**config.mk**
```make
export PLATFORM = sky130hd
export DESIGN_NAME = chan_health_mon
export DESIGN_NICKNAME = d
export VERILOG_FILES = /design/src/rtl/chm_pkg.sv /design/src/rtl/chm_loss_filter.sv /design/src/rtl/chm_sticky.sv /design/src/rtl/chan_health_mon.sv
export SDC_FILE = /design/constraint.sdc
export NUM_CORES = 1
export LEC_CHECK = 0
export ABC_AREA = 1
export BUFFER_PORTS_ARGS = -buffer_cell sky130_fd_sc_hd__clkbuf_2
export CORE_UTILIZATION = 30
export DETAILED_ROUTE_END_ITERATION = 12
export MAX_ROUTING_LAYER = met4
export PLACE_DENSITY = 0.55
export SYNTH_ARGS = -nofsm -noshare
export SYNTH_HDL_FRONTEND = slang
export SYNTH_SLANG_ARGS = --single-unit
```
**constraint.sdc**
```tcl
create_clock -name clk -period 4.9 [get_ports clk]
set_input_delay 0.245 -clock clk [delete_from_list [all_inputs] [get_ports clk]]
set_output_delay 0.245 -clock clk [all_outputs]
set_load 0.01 [all_outputs]
```
**src/rtl/chm_pkg.sv**
```systemverilog
package chm_pkg;
    localparam int ADDR_W = 3;

    localparam logic [ADDR_W-1:0] A_MASK = 3'd0;
    localparam logic [ADDR_W-1:0] A_IEN  = 3'd1;
    localparam logic [ADDR_W-1:0] A_ISTS = 3'd2;
    localparam logic [ADDR_W-1:0] A_SIG  = 3'd3;
    localparam logic [ADDR_W-1:0] A_EXC  = 3'd4;
    localparam logic [ADDR_W-1:0] A_TST  = 3'd5;
    localparam logic [ADDR_W-1:0] A_MODE = 3'd6;

    // interrupt layout
    localparam int IRQ_W   = 4;
    localparam int IRQ_SIG = 0;
    localparam int IRQ_EXC = 1;
    localparam int IRQ_TST = 3;
    localparam logic [IRQ_W-1:0] IRQ_USED = 4'b1011;

    // test-mode bits
    localparam int MODE_IFT  = 0;
    localparam int MODE_SELF = 3;

    // status register kinds, in address order from A_SIG
    localparam int NUM_KINDS = 3;
endpackage

```
**src/rtl/chm_loss_filter.sv**
```systemverilog
module chm_loss_filter #(
    parameter int PERSIST_CYC = 100_000_000
) (
    input  logic clk,
    input  logic rst_n,
    input  logic loss_i,
    output logic confirm_o,
    output logic event_o
);
    localparam int CNT_W = $clog2(PERSIST_CYC + 1);
    localparam logic [CNT_W-1:0] LIMIT    = CNT_W'(PERSIST_CYC);
    localparam logic [CNT_W-1:0] LIMIT_M1 = CNT_W'(PERSIST_CYC - 1);

    typedef struct packed {
        logic [CNT_W-1:0] cnt;
    } flt_t;

    flt_t st_d, st_q;

    always_comb begin
        st_d = st_q;
        if (!loss_i) begin
            st_d.cnt = '0;
        end else if (st_q.cnt != LIMIT) begin
            st_d.cnt = st_q.cnt + 1'b1;
        end
    end

    always_ff @(posedge clk or negedge rst_n) begin
        if (!rst_n) st_q <= '0;
        else        st_q <= st_d;
    end

    assign confirm_o = loss_i && (st_q.cnt == LIMIT);
    assign event_o   = loss_i && (st_q.cnt == LIMIT_M1);

    a_r3_no_overflow: assert property (@(posedge clk) disable iff (!rst_n)
        st_q.cnt <= LIMIT);

    a_r5_restart: assert property (@(posedge clk) disable iff (!rst_n)
        !loss_i |=> (st_q.cnt == '0));

    a_r3_confirm_after_count: assert property (@(posedge clk) disable iff (!rst_n)
        event_o |=> (st_q.cnt == LIMIT));
endmodule

```
**src/rtl/chm_sticky.sv**
```systemverilog
module chm_sticky #(
    parameter int NUM_CH = 8
) (
    input  logic              clk,
    input  logic              rst_n,
    input  logic [NUM_CH-1:0] fail_i,
    input  logic [NUM_CH-1:0] active_i,
    input  logic              clear_i,
    output logic [NUM_CH-1:0] view_o
);
    typedef struct packed {
        logic [NUM_CH-1:0] fail;
    } stk_t;

    stk_t st_d, st_q;

    always_comb begin
        st_d      = st_q;
        // a fresh failure beats a clearing read in the same cycle
        st_d.fail = fail_i | (st_q.fail & {NUM_CH{~clear_i}});
    end

    always_ff @(posedge clk or negedge rst_n) begin
        if (!rst_n) st_q <= '0;
        else        st_q <= st_d;
    end

    assign view_o = active_i & ~(st_q.fail | fail_i);

    a_r4_hold_until_read: assert property (@(posedge clk) disable iff (!rst_n)
        !clear_i |=> ((st_q.fail & $past(st_q.fail)) == $past(st_q.fail)));

    a_r9_event_wins: assert property (@(posedge clk) disable iff (!rst_n)
        clear_i |=> ((st_q.fail & $past(fail_i)) == $past(fail_i)));
endmodule

```
**src/rtl/chan_health_mon.sv**
```systemverilog
module chan_health_mon
    import chm_pkg::*;
#(
    parameter int NUM_CH      = 8,
    parameter int DATA_W      = 16,
    parameter int PERSIST_CYC = 100_000_000
) (
    input  logic              clk,
    input  logic              rst_n,
    input  logic [NUM_CH-1:0] sig_ok_i,
    input  logic [NUM_CH-1:0] exc_ok_i,
    input  logic [NUM_CH-1:0] bit_ok_i,
    input  logic              rd_en_i,
    input  logic              wr_en_i,
    input  logic [2:0]        addr_i,
    input  logic [DATA_W-1:0] wdata_i,
    output logic [DATA_W-1:0] rdata_o,
    output logic              irq_o
);
    typedef struct packed {
        logic [NUM_CH-1:0] mask;
        logic [IRQ_W-1:0]  ien;
        logic [IRQ_W-1:0]  ists;
        logic              self_test;
        logic              if_test;
        logic [NUM_CH-1:0] tst_prev;
    } regs_t;

    regs_t r_d, r_q;

    logic                                suspend;
    logic [NUM_CH-1:0]                   sig_raw, exc_raw, tst_fail;
    logic [NUM_CH-1:0]                   sig_conf, exc_conf;
    logic [NUM_CH-1:0]                   sig_evt, exc_evt, tst_evt;
    logic [NUM_KINDS-1:0][NUM_CH-1:0]    fail_now;
    logic [NUM_KINDS-1:0][NUM_CH-1:0]    view;
    logic [NUM_KINDS-1:0]                clr;
    logic [IRQ_W-1:0]                    evt;
    logic                                ists_clr;
    logic                                unused_wbits;

    assign unused_wbits = ^wdata_i;

    assign suspend  = r_q.self_test | r_q.if_test;
    assign sig_raw  = r_q.mask & ~sig_ok_i & {NUM_CH{~suspend}};
    assign exc_raw  = r_q.mask & ~exc_ok_i & {NUM_CH{~suspend}};
    assign tst_fail = r_q.mask & ~bit_ok_i;
    assign tst_evt  = tst_fail & ~r_q.tst_prev;

    // per-channel persistence filters
    for (genvar c = 0; c < NUM_CH; c++) begin : g_ch
        chm_loss_filter #(.PERSIST_CYC(PERSIST_CYC)) u_sig_flt (
            .clk       (clk),
            .rst_n     (rst_n),
            .loss_i    (sig_raw[c]),
            .confirm_o (sig_conf[c]),
            .event_o   (sig_evt[c])
        );
        chm_loss_filter #(.PERSIST_CYC(PERSIST_CYC)) u_exc_flt (
            .clk       (clk),
            .rst_n     (rst_n),
            .loss_i    (exc_raw[c]),
            .confirm_o (exc_conf[c]),
            .event_o   (exc_evt[c])
        );
    end

    assign fail_now[0] = sig_conf;
    assign fail_now[1] = exc_conf;
    assign fail_now[2] = tst_fail;

    // one sticky status register per kind, addressed from A_SIG upward
    for (genvar k = 0; k < NUM_KINDS; k++) begin : g_kind
        assign clr[k] = rd_en_i && (addr_i == (A_SIG + ADDR_W'(k)));
        chm_sticky #(.NUM_CH(NUM_CH)) u_stk (
            .clk      (clk),
            .rst_n    (rst_n),
            .fail_i   (fail_now[k]),
            .active_i (r_q.mask),
            .clear_i  (clr[k]),
            .view_o   (view[k])
        );
    end

    assign ists_clr = rd_en_i && (addr_i == A_ISTS);

    always_comb begin
        evt          = '0;
        evt[IRQ_SIG] = |sig_evt;
        evt[IRQ_EXC] = |exc_evt;
        evt[IRQ_TST] = |tst_evt;
    end

    always_comb begin
        r_d          = r_q;
        r_d.tst_prev = tst_fail;
        r_d.ists     = (r_q.ists & {IRQ_W{~ists_clr}}) | (evt & r_q.ien);
        if (wr_en_i) begin
            case (addr_i)
                A_MASK:  r_d.mask = wdata_i[NUM_CH-1:0];
                A_IEN:   r_d.ien  = wdata_i[IRQ_W-1:0] & IRQ_USED;
                A_MODE: begin
                    r_d.self_test = wdata_i[MODE_SELF];
                    r_d.if_test   = wdata_i[MODE_IFT];
                end
                default: ;
            endcase
        end
    end

    always_ff @(posedge clk or negedge rst_n) begin
        if (!rst_n) r_q <= '0;
        else        r_q <= r_d;
    end

    always_comb begin
        rdata_o = '0;
        if (rd_en_i) begin
            case (addr_i)
                A_MASK:  rdata_o = DATA_W'(r_q.mask);
                A_IEN:   rdata_o = DATA_W'(r_q.ien);
                A_ISTS:  rdata_o = DATA_W'(r_q.ists);
                A_SIG:   rdata_o = DATA_W'(view[0]);
                A_EXC:   rdata_o = DATA_W'(view[1]);
                A_TST:   rdata_o = DATA_W'(view[2]);
                A_MODE: begin
                    rdata_o[MODE_SELF] = r_q.self_test;
                    rdata_o[MODE_IFT]  = r_q.if_test;
                end
                default: rdata_o = '0;
            endcase
        end
    end

    assign irq_o = |r_q.ists;

    a_r2_inactive_zero: assert property (@(posedge clk) disable iff (!rst_n)
        (rd_en_i && (addr_i == A_SIG || addr_i == A_EXC || addr_i == A_TST))
            |-> ((rdata_o[NUM_CH-1:0] & ~r_q.mask) == '0));

    a_r7_no_loss_in_test: assert property (@(posedge clk) disable iff (!rst_n)
        suspend |-> (sig_evt == '0 && exc_evt == '0));

    a_r8_irq_drops: assert property (@(posedge clk) disable iff (!rst_n)
        (ists_clr && evt == '0) |=> !irq_o);

    a_r6_enable_gates: assert property (@(posedge clk) disable iff (!rst_n)
        (!r_q.ien[IRQ_SIG] && !r_q.ists[IRQ_SIG]) |=> !r_q.ists[IRQ_SIG]);

    a_r6_bit2_zero: assert property (@(posedge clk) disable iff (!rst_n)
        !r_q.ists[2]);
endmodule

```
# [Word level (Yosys, flattened, before mapping)]
# Index checks and enable logic that the tools add are counted.
# Widths: inputs -> output; s select.
[totals] out_inout_bits=17 ff_bits=481 word_cells=226 inputBits=47
[classes] eq_ne=70 n_bitwise=34 n_reduce_logical=44 n_addsub=16 mux=37
[ops] cell="$eq 27x27->1 const B" count=32
[ops] cell="$mux 27" count=32
[ops] cell="$add 27x1->27 const B" count=16
[ops] cell="$ne 27x27->1 const B" count=16
[ops] cell="$and 8x8->8" count=12
[ops] cell="$not 8->8" count=7
[ops] cell="$or 8x8->8" count=6
[ops] cell="$logic_and 1x1->1" count=36
[ops] cell="$ne 2x1->1 const B" count=16
[ops] cell="$reduce_or 8->1" count=3
[ops] cell="$mux 16" count=1
[ops] cell="$pmux 4 s4" count=1
[ops] cell="$pmux 1 s7" count=2
[ops] cell="$pmux 2 s6" count=1
[ops] cell="$eq 3x3->1 const B" count=3
[ops] cell="$and 4x4->4" count=2
[ops] cell="$eq 3x2->1 const B" count=2
[ops] cell="$reduce_and 2->1" count=3
[ops] cell="$not 1->1" count=5
[ops] cell="$or 4x4->4" count=1
[ops] cell="$reduce_or 4->1" count=1
[ops] cell="$eq 3x1->1 const B" count=1
[ops] cell="$logic_not 3->1" count=1
[ops] cell="$or 1x1->1" count=1

# [Depth between registers and ports, before layout]
# Gate-level depths: netlist of run 1.
[logic_depth] ltp_word=9 ltp_mapped=13 mapped_depth_nobuf=13

# [Cells and area by module]
# From an unflattened synthesis of run 1, not the netlist that was laid out.
[unflattened] cells_unflattened=5117 area_unflattened_um2=32277.2
[by_module_without_submodules] module="chm_loss_filter" instances=16 cells_each=295 seq_area_each_um2=675.6 area_per_inst_um2=1836.8
[by_module_without_submodules] module="chan_health_mon" instances=1 cells_each=256 seq_area_each_um2=625.6 area_per_inst_um2=1781.7
[by_module_without_submodules] module="chm_sticky" instances=3 cells_each=47 seq_area_each_um2=200.2 area_per_inst_um2=369.1

# [Worst setup path before layout of run 1]
# Ideal clock, no wire load.
[synth_path] kind="register to output" from="reg r_q[8] (netlist bit)" to="out rdata_o[6]" path_buffers=2 required_time_ps=4655 slack_ps=3297 path_stages_with_launch=11 t_arrival_ps=1358 cell_sequence="dfrtp_1 > inv_2 > nand2_4 > buf_6 > nor3_2 > buf_4 > nand4_1 > nand3_1 > nand3_1 > nand2_1 > inv_1"
[synth_between] elab_chain_cells=9 elab_cells_between_ends=14 cone_classes="mux: 2; bitwise: 10; reduce/logical: 2"
[synth_rtl] item="start: declaration" line="chan_health_mon.sv:29" text="regs_t r_d, r_q;"
[synth_rtl] item="start signal: assignment" line="chan_health_mon.sv:113" text="else r_q <= r_d;"
[synth_rtl] item="$or 1x1->1 (*)" line="chan_health_mon.sv:44" text="assign suspend = r_q.self_test | r_q.if_test;"
[synth_rtl] item="$not 1->1 (*)" line="chan_health_mon.sv:45, chan_health_mon.sv:46"
[synth_rtl] item="$and 8x8->8, on equally long branches" line="chan_health_mon.sv:46, chan_health_mon.sv:45"
[synth_rtl] item="$logic_and 1x1->1" line="chm_loss_filter.sv:34" text="assign confirm_o = loss_i && (st_q.cnt == LIMIT);"
[synth_rtl] item="$or 8x8->8" line="chm_sticky.sv:28" text="assign view_o = active_i & ~(st_q.fail | fail_i);"
[synth_rtl] item="$not 8->8" line="chm_sticky.sv:28"
[synth_rtl] item="$and 8x8->8" line="chm_sticky.sv:28"
[synth_rtl] item="$pmux 4 s4 (*)" line="chan_health_mon.sv:119" text="case (addr_i)"
[synth_rtl] item="$mux 16 (*)" line="chan_health_mon.sv:118" text="if (rd_en_i) begin"
[synth_rtl] item="end: declaration" line="chan_health_mon.sv:17" text="output logic [DATA_W-1:0] rdata_o,"
# Every way passes the cells marked *; elsewhere a longest branch is shown, timed or not.

# [Worst setup path in the final report of run 1]
[layout_path] from="reg r_q[8] (netlist bit)" to="out rdata_o[1]"
[layout_between] elab_chain_cells=9 elab_cells_between_ends=14 cone_classes="mux: 2; bitwise: 10; reduce/logical: 2"
[layout_rtl] item="$or 1x1->1 (*)" line="chan_health_mon.sv:44"
[layout_rtl] item="$not 1->1 (*)" line="chan_health_mon.sv:45, chan_health_mon.sv:46"
[layout_rtl] item="$and 8x8->8, on equally long branches" line="chan_health_mon.sv:46, chan_health_mon.sv:45"
[layout_rtl] item="$logic_and 1x1->1" line="chm_loss_filter.sv:34"
[layout_rtl] item="$or 8x8->8" line="chm_sticky.sv:28"
[layout_rtl] item="$not 8->8" line="chm_sticky.sv:28"
[layout_rtl] item="$and 8x8->8" line="chm_sticky.sv:28"
[layout_rtl] item="$pmux 2 s6 (*)" line="chan_health_mon.sv:119"
[layout_rtl] item="$mux 16 (*)" line="chan_health_mon.sv:118"
# Marked as above.

==> results.rst, run 1 <==
.. list-table::
   :header-rows: 1

   * - Metric
     - Value
   * - Highest Clock Rate
     - 0.300 GHz
   * - Worst Hold Path Cells
     - 3
   * - Number of antenna violations at the first check in global routing
     - 3
   * - Pin slew with the least headroom to its limit
     - slightly below 1 ns
   * - DR DRC count
     - 0
   * - Number of enable flip-flop cells after synthesis
     - 0
   * - Fill count
     - slightly above 9000
   * - Worst EP arrival
     - approximately 3.1 ns
   * - Aggregate global routing overflow
     - 0
   * - Combinational share of power
     - between 7 and 8%
   * - Die outline width
     - approximately 300 um
   * - Starting DRT DRC Count
     - 1492
   * - Setup crit start kind
     - flip-flop
   * - Length in cells of the worst reg-to-reg path
     - 7
   * - Total Nets Final
     - 3783
   * - Critical-path cell with the highest stage delay
     - sky130_fd_sc_hd__nor3_4
   * - Clock-pin slew reported for the worst setup and hold paths after clock tree synthesis
     - ~0.06 ns
   * - Number of CTS-inserted buffers
     - 58
   * - Netlist area before placement
     - 0.0272 mm2
   * - Worst-skew pair later-pin latency
     - about 0.63 ns
   * - Synthesis warning total
     - 0
   * - Cell-internal power
     - about 7200 uW
   * - Power after layout
     - 9570 uW
   * - Min Tclk post-route
     - 3.33 ns
   * - Crit path max-delay family
     - simple AND/OR/NAND/NOR gates
   * - WP buf/inv
     - 2
   * - Hpwl dp
     - around 47000 um
   * - Most used flip-flop cell after synthesis
     - sky130_fd_sc_hd__dfrtp_1
   * - Unrepaired setup endpoints after global routing
     - no
   * - Number of pins exceeding their max-slew limit in the final report
     - 0
   * - Via-to-Cell Ratio
     - 4.72
   * - Area delta synth->final
     - 14.4%
   * - Final number of hold-violating endpoints
     - 0
   * - Cell accounting for the most synthesized area
     - sky130_fd_sc_hd__dfrtp_1
   * - Worst R2R Start
     - r_q[8]
   * - First-pass GRT wire length
     - 111000 um
   * - Sort of element at the end of the critical path
     - output pin
   * - Crit Path Category
     - flip-flop to output pin
   * - Sw Ratio
     - roughly 25%
   * - Die area
     - just over 0.09 mm2
   * - Max-capacitance violation count
     - 0
   * - Count of different cell masters after synthesis
     - roughly 60
   * - Post-route clock period utilization
     - about 70%
   * - Maximum ir drop on the vdd rail
     - 253 uV
   * - Required time worst endpoint
     - 4.66 ns
   * - Vias
     - between 20000 and 25000
   * - Final setup violating endpoints
     - 0
   * - Core region area
     - slightly below 0.09 mm2
   * - Number of I/O pins
     - 64
   * - Maximum buffer depth of the clock tree
     - 3
   * - Register area share after synthesis
     - between 40% and 50%
   * - Worst-path cell chain
     - inv_2 > nand2_4 > nor3_4 > nand3_1 > nand2_1 > nand3_1 > nand2_1 > a21oi_1 > clkbuf_2
   * - Routed wire length
     - around 66000 um
   * - Final routed wire length divided by cell count
     - 13.4 um
   * - Headroom to the max-slew limit
     - between 30% and 40%
   * - Net load switching power
     - approximately 2300 uW
   * - GRT Util Overall
     - 15.1%
   * - Delay contributed by the slowest stage of the critical path
     - between 0.8 and 0.9 ns
   * - Hold path endpoint
     - r_q[3]
   * - Part of the power in the clock network
     - around 50%
   * - Ratio of cells with drive above 1 in the final layout
     - 9.52%
   * - Pwr dens
     - approximately 310 mW/mm2
   * - Part of the power in registers
     - between 40% and 50%
   * - Die outline height
     - 303 um
   * - Synthesized flop and latch total
     - between 400 and 500
   * - Setup TNS
     - 0 ns
   * - Count of nets left with antenna violations after detail routing
     - 0
   * - Max Fanout on Critical Path
     - 26
   * - Worst min path class
     - primary input to flip-flop
   * - Clk sinks
     - roughly 480
   * - Area share of the largest cell type after synthesis
     - 44.3%
   * - Clock tree from TritonCTS
     - built
   * - Cts repair resizes
     - 0
   * - Avg Inst Size Synth
     - between 7 and 8 um2
   * - H-tree levels
     - 2
   * - LEAKAGE
     - 0.0130 uW
   * - DRT Pass-1 Iters
     - 5
   * - Row Count
     - approximately 110
   * - Number of instances in the synthesized netlist
     - about 3600
   * - Clock root buffer
     - sky130_fd_sc_hd__clkbuf_16
   * - Reg2reg setup slack
     - approximately 2.5 ns
   * - Min-delay src
     - bit_ok_i[3]
   * - Result of the run
     - completed
   * - Starting utilization of the core area
     - a little under a third
   * - RR Endpoint
     - g_ch[5].u_exc_flt.st_q[1]
   * - Maximum number of pins on one net before global-route repair
     - 127
   * - Number of buffers inserted by port buffering
     - 47
   * - Placer's final routability congestion estimate
     - between 0.8 and 0.9
   * - Area contributors post-synth
     - sky130_fd_sc_hd__dfrtp_1 (44%), sky130_fd_sc_hd__nand2_1 (9.0%), sky130_fd_sc_hd__nor2_1 (7.3%)
   * - Final setup skew
     - between 0.02 and 0.025 ns
   * - Via count of the first global-routing pass
     - about 22000
   * - Async set-or-reset flop fraction in the synthesized netlist
     - between 90% and 100%
   * - Setup Fix Bufs, Post-CTS
     - 0
[cells by family after synthesis]
family | synth area share (%)
other | 0.0138
flip-flops | 44.3
AND/OR/NAND/NOR | 33.4
buffers and inverters | 7.98
XOR/XNOR | 1.39
AO/OA/AOI/OAI | 11.4
adder cells (fa/ha/maj) | 1.47
[layer usage]
metal	vias to the layer above	global-route usage, %	routed length (um)
met4	0	4.16	1460
met3	90	2.23	2590
met2	315	22.2	28200
li1	12092	-	-
met1	10692	21.5	33400
met5	-	-	0
[through the flow]
stage / hold WS [ns] / instances / utilization (%) / worst slack (ns) / instance area [um2]
finish: 0.0292 / 4918 / 34.9 / 1.57 / 31100
global route: 0.0364 / 4918 / 34.9 / 1.27 / 31100
CTS: 0.00619 / 4915 / 34.9 / 1.46 / 31100
detailed placement: 0.349 / 4791 / 32.3 / 2.15 / 28800
global placement: 0.344 / 4791 / 32.3 / 2.14 / 28800
floorplan: -0.0506 / 3608 / - / 3.30 / 27200
[registers in the layout, summed over array words and instances, names as in the netlist]
register and cells:
g_ch.u_exc_flt.st_q 216, g_ch.u_sig_flt.st_q 216, g_kind.u_stk.st_q 24, r_q 25
[placed cells by master, fill, tap and decap left out, types with 11 or more instances in the layout]
cell type,netlist,final
sky130_fd_sc_hd__xor2_1,38,38
sky130_fd_sc_hd__bufinv_16,0,14
sky130_fd_sc_hd__buf_4,16,11
sky130_fd_sc_hd__nor3_1,167,167
sky130_fd_sc_hd__a211oi_1,13,13
sky130_fd_sc_hd__nand2_2,34,34
sky130_fd_sc_hd__or2_2,14,14
sky130_fd_sc_hd__a31oi_1,32,32
sky130_fd_sc_hd__nor2_4,25,25
sky130_fd_sc_hd__o21ai_1,14,14
sky130_fd_sc_hd__clkbuf_16,0,58
sky130_fd_sc_hd__nand4_1,121,121
sky130_fd_sc_hd__clkinv_2,0,11
sky130_fd_sc_hd__nand3_1,222,222
sky130_fd_sc_hd__ha_1,32,32
sky130_fd_sc_hd__nor4_1,16,16
sky130_fd_sc_hd__nor3_2,32,32
sky130_fd_sc_hd__dlygate4sd3_1,0,18
sky130_fd_sc_hd__nor3_4,17,17
sky130_fd_sc_hd__nor2_1,529,529
sky130_fd_sc_hd__a21oi_1,281,281
sky130_fd_sc_hd__o21ai_0,211,211
sky130_fd_sc_hd__inv_2,19,19
sky130_fd_sc_hd__inv_1,485,485
sky130_fd_sc_hd__dfrtp_1,481,481
sky130_fd_sc_hd__nor2_2,30,30
sky130_fd_sc_hd__nand2_1,648,648
sky130_fd_sc_hd__clkbuf_2,0,46
[Yosys cell counts (32+ instances only)]
master and count:
sky130_fd_sc_hd__inv_1 485, sky130_fd_sc_hd__nor3_1 167, sky130_fd_sc_hd__a21oi_1 281, sky130_fd_sc_hd__nand2_1 648
sky130_fd_sc_hd__nor2_1 529, sky130_fd_sc_hd__xor2_1 38, sky130_fd_sc_hd__nand2_2 34, sky130_fd_sc_hd__nand3_1 222
sky130_fd_sc_hd__nor3_2 32, sky130_fd_sc_hd__o21ai_0 211, sky130_fd_sc_hd__a31oi_1 32, sky130_fd_sc_hd__ha_1 32
sky130_fd_sc_hd__nand4_1 121, sky130_fd_sc_hd__dfrtp_1 481
[cell type report]
cell class | instances | area, um2 | share of cell area [%]
multi-input cells | 2576 | 13000 | 41.8
flip-flops and latches | 481 | 12000 | 38.7
inverters | 508 | 1910 | 6.14
clock buffers | 73 | 1570 | 5.05
well taps | 1165 | 1460 | 4.69
repair buffers | 79 | 568 | 1.83
clock inverters | 33 | 549 | 1.77
diodes | 3 | 7.51 | 0.0242
[worst max path at each step]
stage                     depth (start not counted)  startpoint  slack [ns]         end
final                                             9      r_q[8]        1.57  rdata_o[1]
after floorplan                                  10      r_q[8]        3.30  rdata_o[6]
after global routing                              9      r_q[9]        1.27  rdata_o[1]
after global placement                            9      r_q[8]        2.14  rdata_o[4]
after CTS                                         9      r_q[8]        1.46  rdata_o[1]
after detailed placement                          9      r_q[8]        2.15  rdata_o[1]
[worst register-to-register path: cells and delay by family, from the launching register on]
family	cells	cell delay, ns
and+or+nand+nor	5	1.43
DFF	1	0.41
buffers and inverters	2	0.48
[repair_timing]
item                                   in CTS  in global routing
setup endpoints to repair                   0                  0
endpoints found under the hold margin     118                  0
hold buffers                               18                  0
[power groups by stage]
stage	clock, uW	sequential [uW]	combinational (uW)
CTS	4930	4080	727
detailed placement	0	4160	709
global placement	0	4150	706
finish	4780	4080	712
global route	5080	4090	817
floorplan	0	4140	441
Power figures use the tool's default switching activity.
==> inputs of run 2 (changes only) <==
Settings changed: ABC_AREA 1 to 0, PLACE_DENSITY 0.55 to 0.57.
Clock period 4.9 ns to 2.7 ns, I/O delays scaled along.
==> results.rst, run 2 <==
.. list-table::
   :header-rows: 1

   * - Metric
     - Value
   * - Final routed wire length divided by cell count
     - 14.6 um (+9.2%)
   * - Final setup skew
     - 0.0228 ns (+0.000101 ns)
   * - Worst EP arrival
     - 2.73 ns (-0.36 ns)
   * - Die outline width
     - 286 um (-5.4%)
   * - Final setup violating endpoints
     - 6 (+6)
   * - Number of I/O pins
     - 64 (unchanged)
   * - Violations in the final reports
     - negative setup slack
   * - First-pass GRT wire length
     - 94100 um (-16%)
   * - Clock root buffer
     - sky130_fd_sc_hd__clkbuf_16
   * - DRT Pass-1 Iters
     - 5 (unchanged)
   * - Post-route clock period utilization
     - 106%
   * - Area delta synth->final
     - 20.7%
   * - Hpwl dp
     - 38500 um (-19%)
   * - Commonest non-fill, non-tap cells in the layout
     - sky130_fd_sc_hd__dfrtp_1 (474), sky130_fd_sc_hd__nor2_1 (465), sky130_fd_sc_hd__xor2_1 (235)
   * - Die outline height
     - 286 um (-5.4%)
   * - Number of buffers inserted by port buffering
     - 47 (unchanged)
   * - Count of nets left with antenna violations after detail routing
     - 0 (unchanged)
   * - Worst-path cell chain
     - or4_1 > nor2_2 > nand4_1 > nor2_2 > nor3_2 > o311a_1 > clkbuf_2
   * - Final number of hold-violating endpoints
     - 0 (unchanged)
   * - Maximum number of pins on one net before global-route repair
     - 79 (-38%)
   * - Net load switching power
     - 3890 uW (+66%)
   * - Cell-internal power
     - 12900 uW (+78%)
   * - Final setup slack of the worst path
     - -0.170 ns (-1.74 ns)
   * - Crit Path Category
     - flip-flop to output pin
   * - Vias
     - 18641 (-20%)
   * - Highest Clock Rate
     - between 0.3 and 0.4 GHz
   * - Async set-or-reset flop fraction in the synthesized netlist
     - 100% (unchanged)
   * - Max-capacitance violation count
     - 0 (unchanged)
   * - Max Fanout on Critical Path
     - 6 (-77%)
   * - Clk sinks
     - 481 (unchanged)
   * - Ratio of cells with drive above 1 in the final layout
     - 13.1% (+3.6 points)
   * - Area share of the largest cell type after synthesis
     - 49.6% (+5.3 points)
   * - DR DRC count
     - 0 (unchanged)
   * - Setup crit start kind
     - flip-flop
   * - Synthesized flop and latch total
     - 481 (unchanged)
   * - Layout Utilization
     - 36.8% (+1.9 points)
   * - LEAKAGE
     - 0.0118 uW (-9.0%)
   * - Total Nets Final
     - 2827 (-25%)
   * - Worst-skew pair later-pin latency
     - 0.62 ns (about the same)
   * - Number of CTS-inserted buffers
     - 56 (-3.4%)
   * - Core region area
     - 0.0795 mm2 (-11%)
   * - H-tree levels
     - 2 (unchanged)
   * - Routed wire length
     - 56200 um (-14%)
   * - Starting utilization of the core area
     - 30.5% (about the same)
   * - Pin slew with the least headroom to its limit
     - 0.716 ns (-0.244 ns)
   * - Number of antenna violations at the first check in global routing
     - 4 (+1)
   * - Die area
     - 0.0820 mm2 (-11%)
   * - Post-Place Worst Slack
     - 0.229 ns (-1.92 ns)
   * - Critical-path cell with the highest stage delay
     - sky130_fd_sc_hd__or4_1
   * - Most frequent cells after synthesis
     - sky130_fd_sc_hd__dfrtp_1 (481), sky130_fd_sc_hd__nor2_1 (471), sky130_fd_sc_hd__xor2_1 (235)
   * - Most common cell after layout, fill and taps aside
     - sky130_fd_sc_hd__dfrtp_1
   * - Row Count
     - 103 (-5.5%)
   * - Sw Ratio
     - 23.2% (-1.3 points)
   * - Part of the power in the clock network
     - 49.7% (-0.2 points)
   * - Most used cell along the critical path
     - sky130_fd_sc_hd__nor2_2
   * - Final worst hold slack
     - 0.0245 ns (-0.00476 ns)
   * - Number of enable flip-flop cells after synthesis
     - 0 (unchanged)
   * - Power after layout
     - 16800 uW (+75%)
   * - Largest registers
     - g_ch.u_exc_flt.st_q (216), g_ch.u_sig_flt.st_q (216), r_q (25)
   * - Cell accounting for the most synthesized area
     - sky130_fd_sc_hd__dfrtp_1
   * - Register area share after synthesis
     - 49.6% (+5.3 points)
   * - Count of different cell masters after synthesis
     - 65 (+10%)
   * - Required time worst endpoint
     - 2.57 ns (-2.09 ns)
   * - Setup TNS
     - -0.388 ns (-0.388 ns)
   * - Number of pins exceeding their max-slew limit in the final report
     - 0 (unchanged)
   * - Clock tree from TritonCTS
     - built
   * - Via count of the first global-routing pass
     - 18262 (-17%)
   * - Maximum ir drop on the vdd rail
     - 429 uV (+69%)
   * - Via-to-Cell Ratio
     - 4.84 (+2.7%)
   * - Most used flip-flop cell after synthesis
     - sky130_fd_sc_hd__dfrtp_1
   * - Pwr dens
     - 572 mW/mm2 (+86%)
   * - Worst min path class
     - primary input to flip-flop
   * - Avg Inst Size Synth
     - 9.46 um2 (+25%)
   * - Headroom to the max-slew limit
     - 51.8% (+16 points)
   * - Combinational share of power
     - 5.9% (-1.5 points)
   * - GRT Util Overall
     - 14.2% (-0.88 points)
   * - Delay contributed by the slowest stage of the critical path
     - 0.55 ns (-0.28 ns)
   * - Area contributors post-synth
     - sky130_fd_sc_hd__dfrtp_1 (50%), sky130_fd_sc_hd__xor2_1 (8.5%), sky130_fd_sc_hd__nor2_1 (7.3%)
   * - Maximum buffer depth of the clock tree
     - 3 (unchanged)
   * - Aggregate global routing overflow
     - 0 (unchanged)
   * - Most used standard cell by instance count after synthesis
     - sky130_fd_sc_hd__dfrtp_1
   * - Min Tclk post-route
     - 2.87 ns
   * - Netlist area before placement
     - 0.0243 mm2 (-11%)
   * - Result of the run
     - finished with violations
   * - Clock-pin slew reported for the worst setup and hold paths after clock tree synthesis
     - 0.06 ns (about the same)
   * - Synthesis warning total
     - 0 (unchanged)
   * - Part of the power in registers
     - 44.4% (+1.7 points)
   * - Placer's final routability congestion estimate
     - 0.843 (-2.8%)
   * - Starting DRT DRC Count
     - 1275 (-15%)
   * - Sort of element at the end of the critical path
     - output pin
   * - Unrepaired setup endpoints after global routing
     - yes
   * - Number of instances in the synthesized netlist
     - 2564 (-29%)
-- run 2: cell types whose count changed after synthesis, sizes merged, moves of 119 or more --
cell   change
a21oi    -216
inv      -433
xor2     +197
nor3     -153
o21ai    -174
nand2    -498
xnor2    +119
-- run 2: worst paths after layout --
| kind | start | end | slack, ns | cells past startpoint |
|---|---|---|---|---|
| worst min register to register | g_kind[2].u_stk.st_q[4] | g_kind[2].u_stk.st_q[4] | 0.47 | 2 |
| max in group asynchronous | rst_n | g_ch[5].u_exc_flt.st_q[4] | 1.80 | 3 |
| worst max register to register | r_q[9] | r_q[10] | 0.26 | 6 |
| worst min-delay path | exc_ok_i[6] | g_ch[6].u_exc_flt.st_q[0] | 0.02 | 4 |
| worst max-delay path | g_ch[1].u_exc_flt.st_q[9] | rdata_o[1] | -0.17 | 7 |
| min in group asynchronous | rst_n | g_kind[0].u_stk.st_q[1] | 0.17 | 2 |
-- run 2: power by group through the flow --
stage / clock [uW] / sequential [uW] / combinational (uW)
global placement: 0 / 7560 / 931
floorplan: 0 / 7530 / 466
finish: 8330 / 7440 / 992
detailed placement: 0 / 7570 / 934
global route: 8870 / 7450 / 1110
CTS: 8580 / 7440 / 996
-- run 2: layer usage --
metal / part of all wire (%) / track usage [%] / vias up
li1: - / - / 9210
met1: 49 / 19.8 / 9071
met2: 44 / 21.1 / 277
met3: 4.9 / 2.25 / 83
met4: 2.1 / 4.09 / 0
met5: 0 / - / -
-- run 2: kinds of logic (layout without fill, tap and decap cells) --
family / count (synthesis) / count (layout) / synth area share, %
other: 1 / 13 / 0.0155
AOI/OAI and AO/OA: 171 / 171 / 4.22
xor gates and xnor gates: 359 / 359 / 13.0
and+or+nand+nor: 1346 / 1346 / 28.0
buffers and inverters: 148 / 373 / 2.43
adders and majority gates: 32 / 32 / 1.65
muxes: 26 / 26 / 1.14
DFF: 481 / 481 / 49.6
-- run 2: layout make-up --
class | instances | area, um2
Antenna cell | 5 | 12.5
Clock buffer | 83 | 1700
Clock inverter | 23 | 367
Fill cell | 7906 | 50200
Inverter | 71 | 267
Multi-Input combinational cell | 1942 | 12000
Sequential cell | 481 | 12000
Tap cell | 1050 | 1310
Timing Repair Buffer | 196 | 1560
-- run 2: through the flow --
step                std cells  area, um2
floorplan                2571      24300
global placement         3666      26200
detailed placement       3666      26200
CTS                      3825      29000
global route             3850      29300
finish                   3851      29300
-- run 2: timing repair --
action	CTS	global route
endpoints found under the hold margin	96	0
hold buffers	26	0
pin swaps	35	33
buffers inserted	28	22
resized for setup	55	38
setup endpoints to repair	8	8
-- run 2: critical path: cells and delay by family (launching register included) --
kind                   cells  cell delay, ns
flip-flops                 1            0.43
buffers and inverters      1            0.15
AND/OR/NAND/NOR            5            1.18
AO/OA/AOI/OAI              1            0.36
==> inputs of run 3 (changes only) <==
Settings changed: PLACE_DENSITY 0.57 to 0.46.
==> results.rst, run 3 (same netlist as run 2, synthesis figures left out) <==
.. list-table::
   :header-rows: 1

   * - Metric
     - Value
   * - Number of buffers inserted by port buffering
     - 47 (unchanged)
   * - Most common cell after layout, fill and taps aside
     - sky130_fd_sc_hd__dfrtp_1
   * - Largest registers
     - g_ch.u_exc_flt.st_q (216), g_ch.u_sig_flt.st_q (216), r_q (25)
   * - Worst Hold Path Cells
     - 4 (unchanged)
   * - Commonest non-fill, non-tap cells in the layout
     - sky130_fd_sc_hd__dfrtp_1 (475), sky130_fd_sc_hd__nor2_1 (466), sky130_fd_sc_hd__xor2_1 (235)
   * - Final routed wire length divided by cell count
     - 15.5 um (+6.0%)
   * - Total Nets Final
     - 2810 (-0.60%)
   * - Aggregate global routing overflow
     - 0 (unchanged)
   * - Layout Utilization
     - 36.4% (-0.42 points)
   * - Unrepaired setup endpoints after global routing
     - yes
   * - Required time worst endpoint
     - 2.57 ns (about the same)
   * - Placer's final routability congestion estimate
     - 0.803 (-4.8%)
   * - Worst-skew pair later-pin latency
     - 0.62 ns (about the same)
   * - DR DRC count
     - 0 (unchanged)
   * - Pin slew with the least headroom to its limit
     - 0.728 ns (+0.0120 ns)
   * - LEAKAGE
     - 0.0117 uW (-1.2%)
   * - Headroom to the max-slew limit
     - 50.8% (-1.0 points)
   * - Clk sinks
     - 481 (unchanged)
   * - Register area
     - 0.0120 mm2 (about the same)
   * - First-pass GRT wire length
     - 98400 um (+4.6%)
   * - Crit Path Category
     - flip-flop to output pin
   * - Number of I/O pins
     - 64 (unchanged)
   * - Worst-path cell chain
     - or4_4 > nor2_4 > nand4_1 > nor2_2 > nor3_2 > o311a_1 > clkbuf_8
   * - Final setup skew
     - 0.0263 ns (+0.00347 ns)
   * - Via-to-Cell Ratio
     - 4.87 (+0.58%)
   * - Die area
     - 0.0820 mm2 (unchanged)
   * - Maximum number of pins on one net before global-route repair
     - 72 (-8.9%)
   * - Sort of element at the end of the critical path
     - output pin
   * - Area of placed instances
     - 0.0261 mm2 (-0.45%)
   * - Min Tclk post-route
     - 2.85 ns (-0.0224 ns)
   * - Number of antenna violations at the first check in global routing
     - 2 (-2)
   * - Starting DRT DRC Count
     - 1153 (-9.6%)
   * - Hpwl dp
     - 41200 um (+7.1%)
   * - Pwr dens
     - 568 mW/mm2 (-0.77%)
   * - Area occupied by multi-input gates
     - 0.0120 mm2 (-0.52%)
   * - Final setup slack of the worst path
     - -0.147 ns (+0.0224 ns)
   * - Area delta synth->final
     - 19.3%
   * - Final number of hold-violating endpoints
     - 0 (unchanged)
   * - Maximum ir drop on the vdd rail
     - 454 uV (+5.8%)
   * - Clock-pin slew reported for the worst setup and hold paths after clock tree synthesis
     - 0.07 ns (about the same)
   * - Post-route clock period utilization
     - 105% (-0.83 points)
   * - Starting utilization of the core area
     - 30.5% (unchanged)
   * - Number of CTS-inserted buffers
     - 57 (+1.8%)
   * - Vias
     - 18642 (+0.0054%)
   * - Worst min path class
     - primary input to flip-flop
   * - Critical-path cell with the highest stage delay
     - sky130_fd_sc_hd__or4_4
   * - Max Fanout on Critical Path
     - 6 (unchanged)
   * - Die outline width
     - 286 um (unchanged)
   * - Core region area
     - 0.0795 mm2 (unchanged)
   * - H-tree levels
     - 2 (unchanged)
   * - Count of nets left with antenna violations after detail routing
     - 0 (unchanged)
   * - Clock tree from TritonCTS
     - built
   * - Worst EP arrival
     - 2.71 ns (-0.02 ns)
   * - Finished Cell Area
     - 0.0289 mm2 (-1.1%)
   * - Ratio of cells with drive above 1 in the final layout
     - 12.0% (-1.1 points)
   * - Routed wire length
     - 59200 um (+5.4%)
   * - Maximum buffer depth of the clock tree
     - 3 (unchanged)
   * - Length in cells of the worst reg-to-reg path
     - 7 (+1)
   * - Highest Clock Rate
     - 0.351 GHz (+0.79%)
   * - Max-capacitance violation count
     - 0 (unchanged)
   * - GRT Util Overall
     - 15.0% (+0.84 points)
   * - Number of pins exceeding their max-slew limit in the final report
     - 0 (unchanged)
   * - Setup crit start kind
     - flip-flop
   * - Fill count
     - 7903 (-0.038%)
   * - Row Count
     - 103 (unchanged)
   * - Clock root buffer
     - sky130_fd_sc_hd__clkbuf_16
   * - Delay contributed by the slowest stage of the critical path
     - 0.56 ns (about the same)
   * - Final setup violating endpoints
     - 7 (+1)
   * - Violations in the final reports
     - negative setup slack
   * - Result of the run
     - finished with violations
   * - Die outline height
     - 286 um (unchanged)
   * - Via count of the first global-routing pass
     - 18713 (+2.5%)
   * - DRT Pass-1 Iters
     - 5 (unchanged)
-- run 3: cell count changes in the layout (fill, tap and decap cells not counted), sizes merged --
cell         delta
buf            -24
bufinv          -2
clkinv          +8
dlygate4sd3     +2
inv             -2
clkbuf          +2
diode           -3
clkinvlp        -3
-- run 3: layout make-up --
type	instances	area share, %
clock buffers	81	5.65
flip-flops and latches	481	41.6
well taps	1050	4.54
clock inverters	24	1.18
repair buffers	178	4.80
diodes	2	0.0173
inverters	71	0.921
multi-input cells	1942	41.3
-- run 3: repair_timing --
action / in CTS / in global routing
setup buffers: 23 / 14
pin swaps: 24 / 21
hold buffers: 28 / 0
endpoints found under the hold margin: 103 / 0
gates resized for setup: 49 / 31
setup endpoints to repair: 8 / 8
-- run 3: path summary, 6_finish.rpt --
kind | start | endpoint | slack [ns]
worst min-delay path | exc_ok_i[0] | g_kind[1].u_stk.st_q[0] | 0.04
worst min register to register | g_kind[1].u_stk.st_q[0] | g_kind[1].u_stk.st_q[0] | 0.48
max in group asynchronous | rst_n | r_q[8] | 1.64
worst max-delay path | g_ch[1].u_exc_flt.st_q[9] | rdata_o[1] | -0.15
worst max register to register | r_q[9] | r_q[10] | 0.29
min in group asynchronous | rst_n | g_ch[5].u_exc_flt.st_q[21] | 0.13
-- run 3: stage by stage --
step                setup WS, ns  TNS [ns]  std cells  hold slack, ns  power (uW)
floorplan                  0.527         0       2571          -0.161        7990
global placement          0.0277         0       3657           0.187        8500
detailed placement        0.0500         0       3657           0.189        8520
CTS                       -0.274     -1.28       3813         0.00167       16800
global route              -0.278     -1.51       3828          0.0449       17200
finish                    -0.147    -0.617       3829          0.0428       16400
-- run 3: where the power goes --
part | switching (uW) | leakage [uW] | internal [uW]
sequential | 122 | 0.00664 | 7320
clock | 3130 | 0.000964 | 4880
combinational | 673 | 0.00405 | 315
total | 3920 | 0.0117 | 12500
-- run 3: metal layers --
metal / track usage [%] / vias to the layer above / share of wire, %
li1: - / 9152 / -
met1: 20.8 / 9140 / 49
met2: 22.6 / 268 / 45
met3: 2.63 / 82 / 4.3
met4: 4.28 / 0 / 2.3
met5: - / - / 0
-- run 3: critical path: cells and delay by family, from the launching register on --
family / cells / cell delay, ns
and+or+nand+nor: 5 / 1.16
buffers and inverters: 1 / 0.16
AOI/OAI and AO/OA: 1 / 0.33
DFF: 1 / 0.43
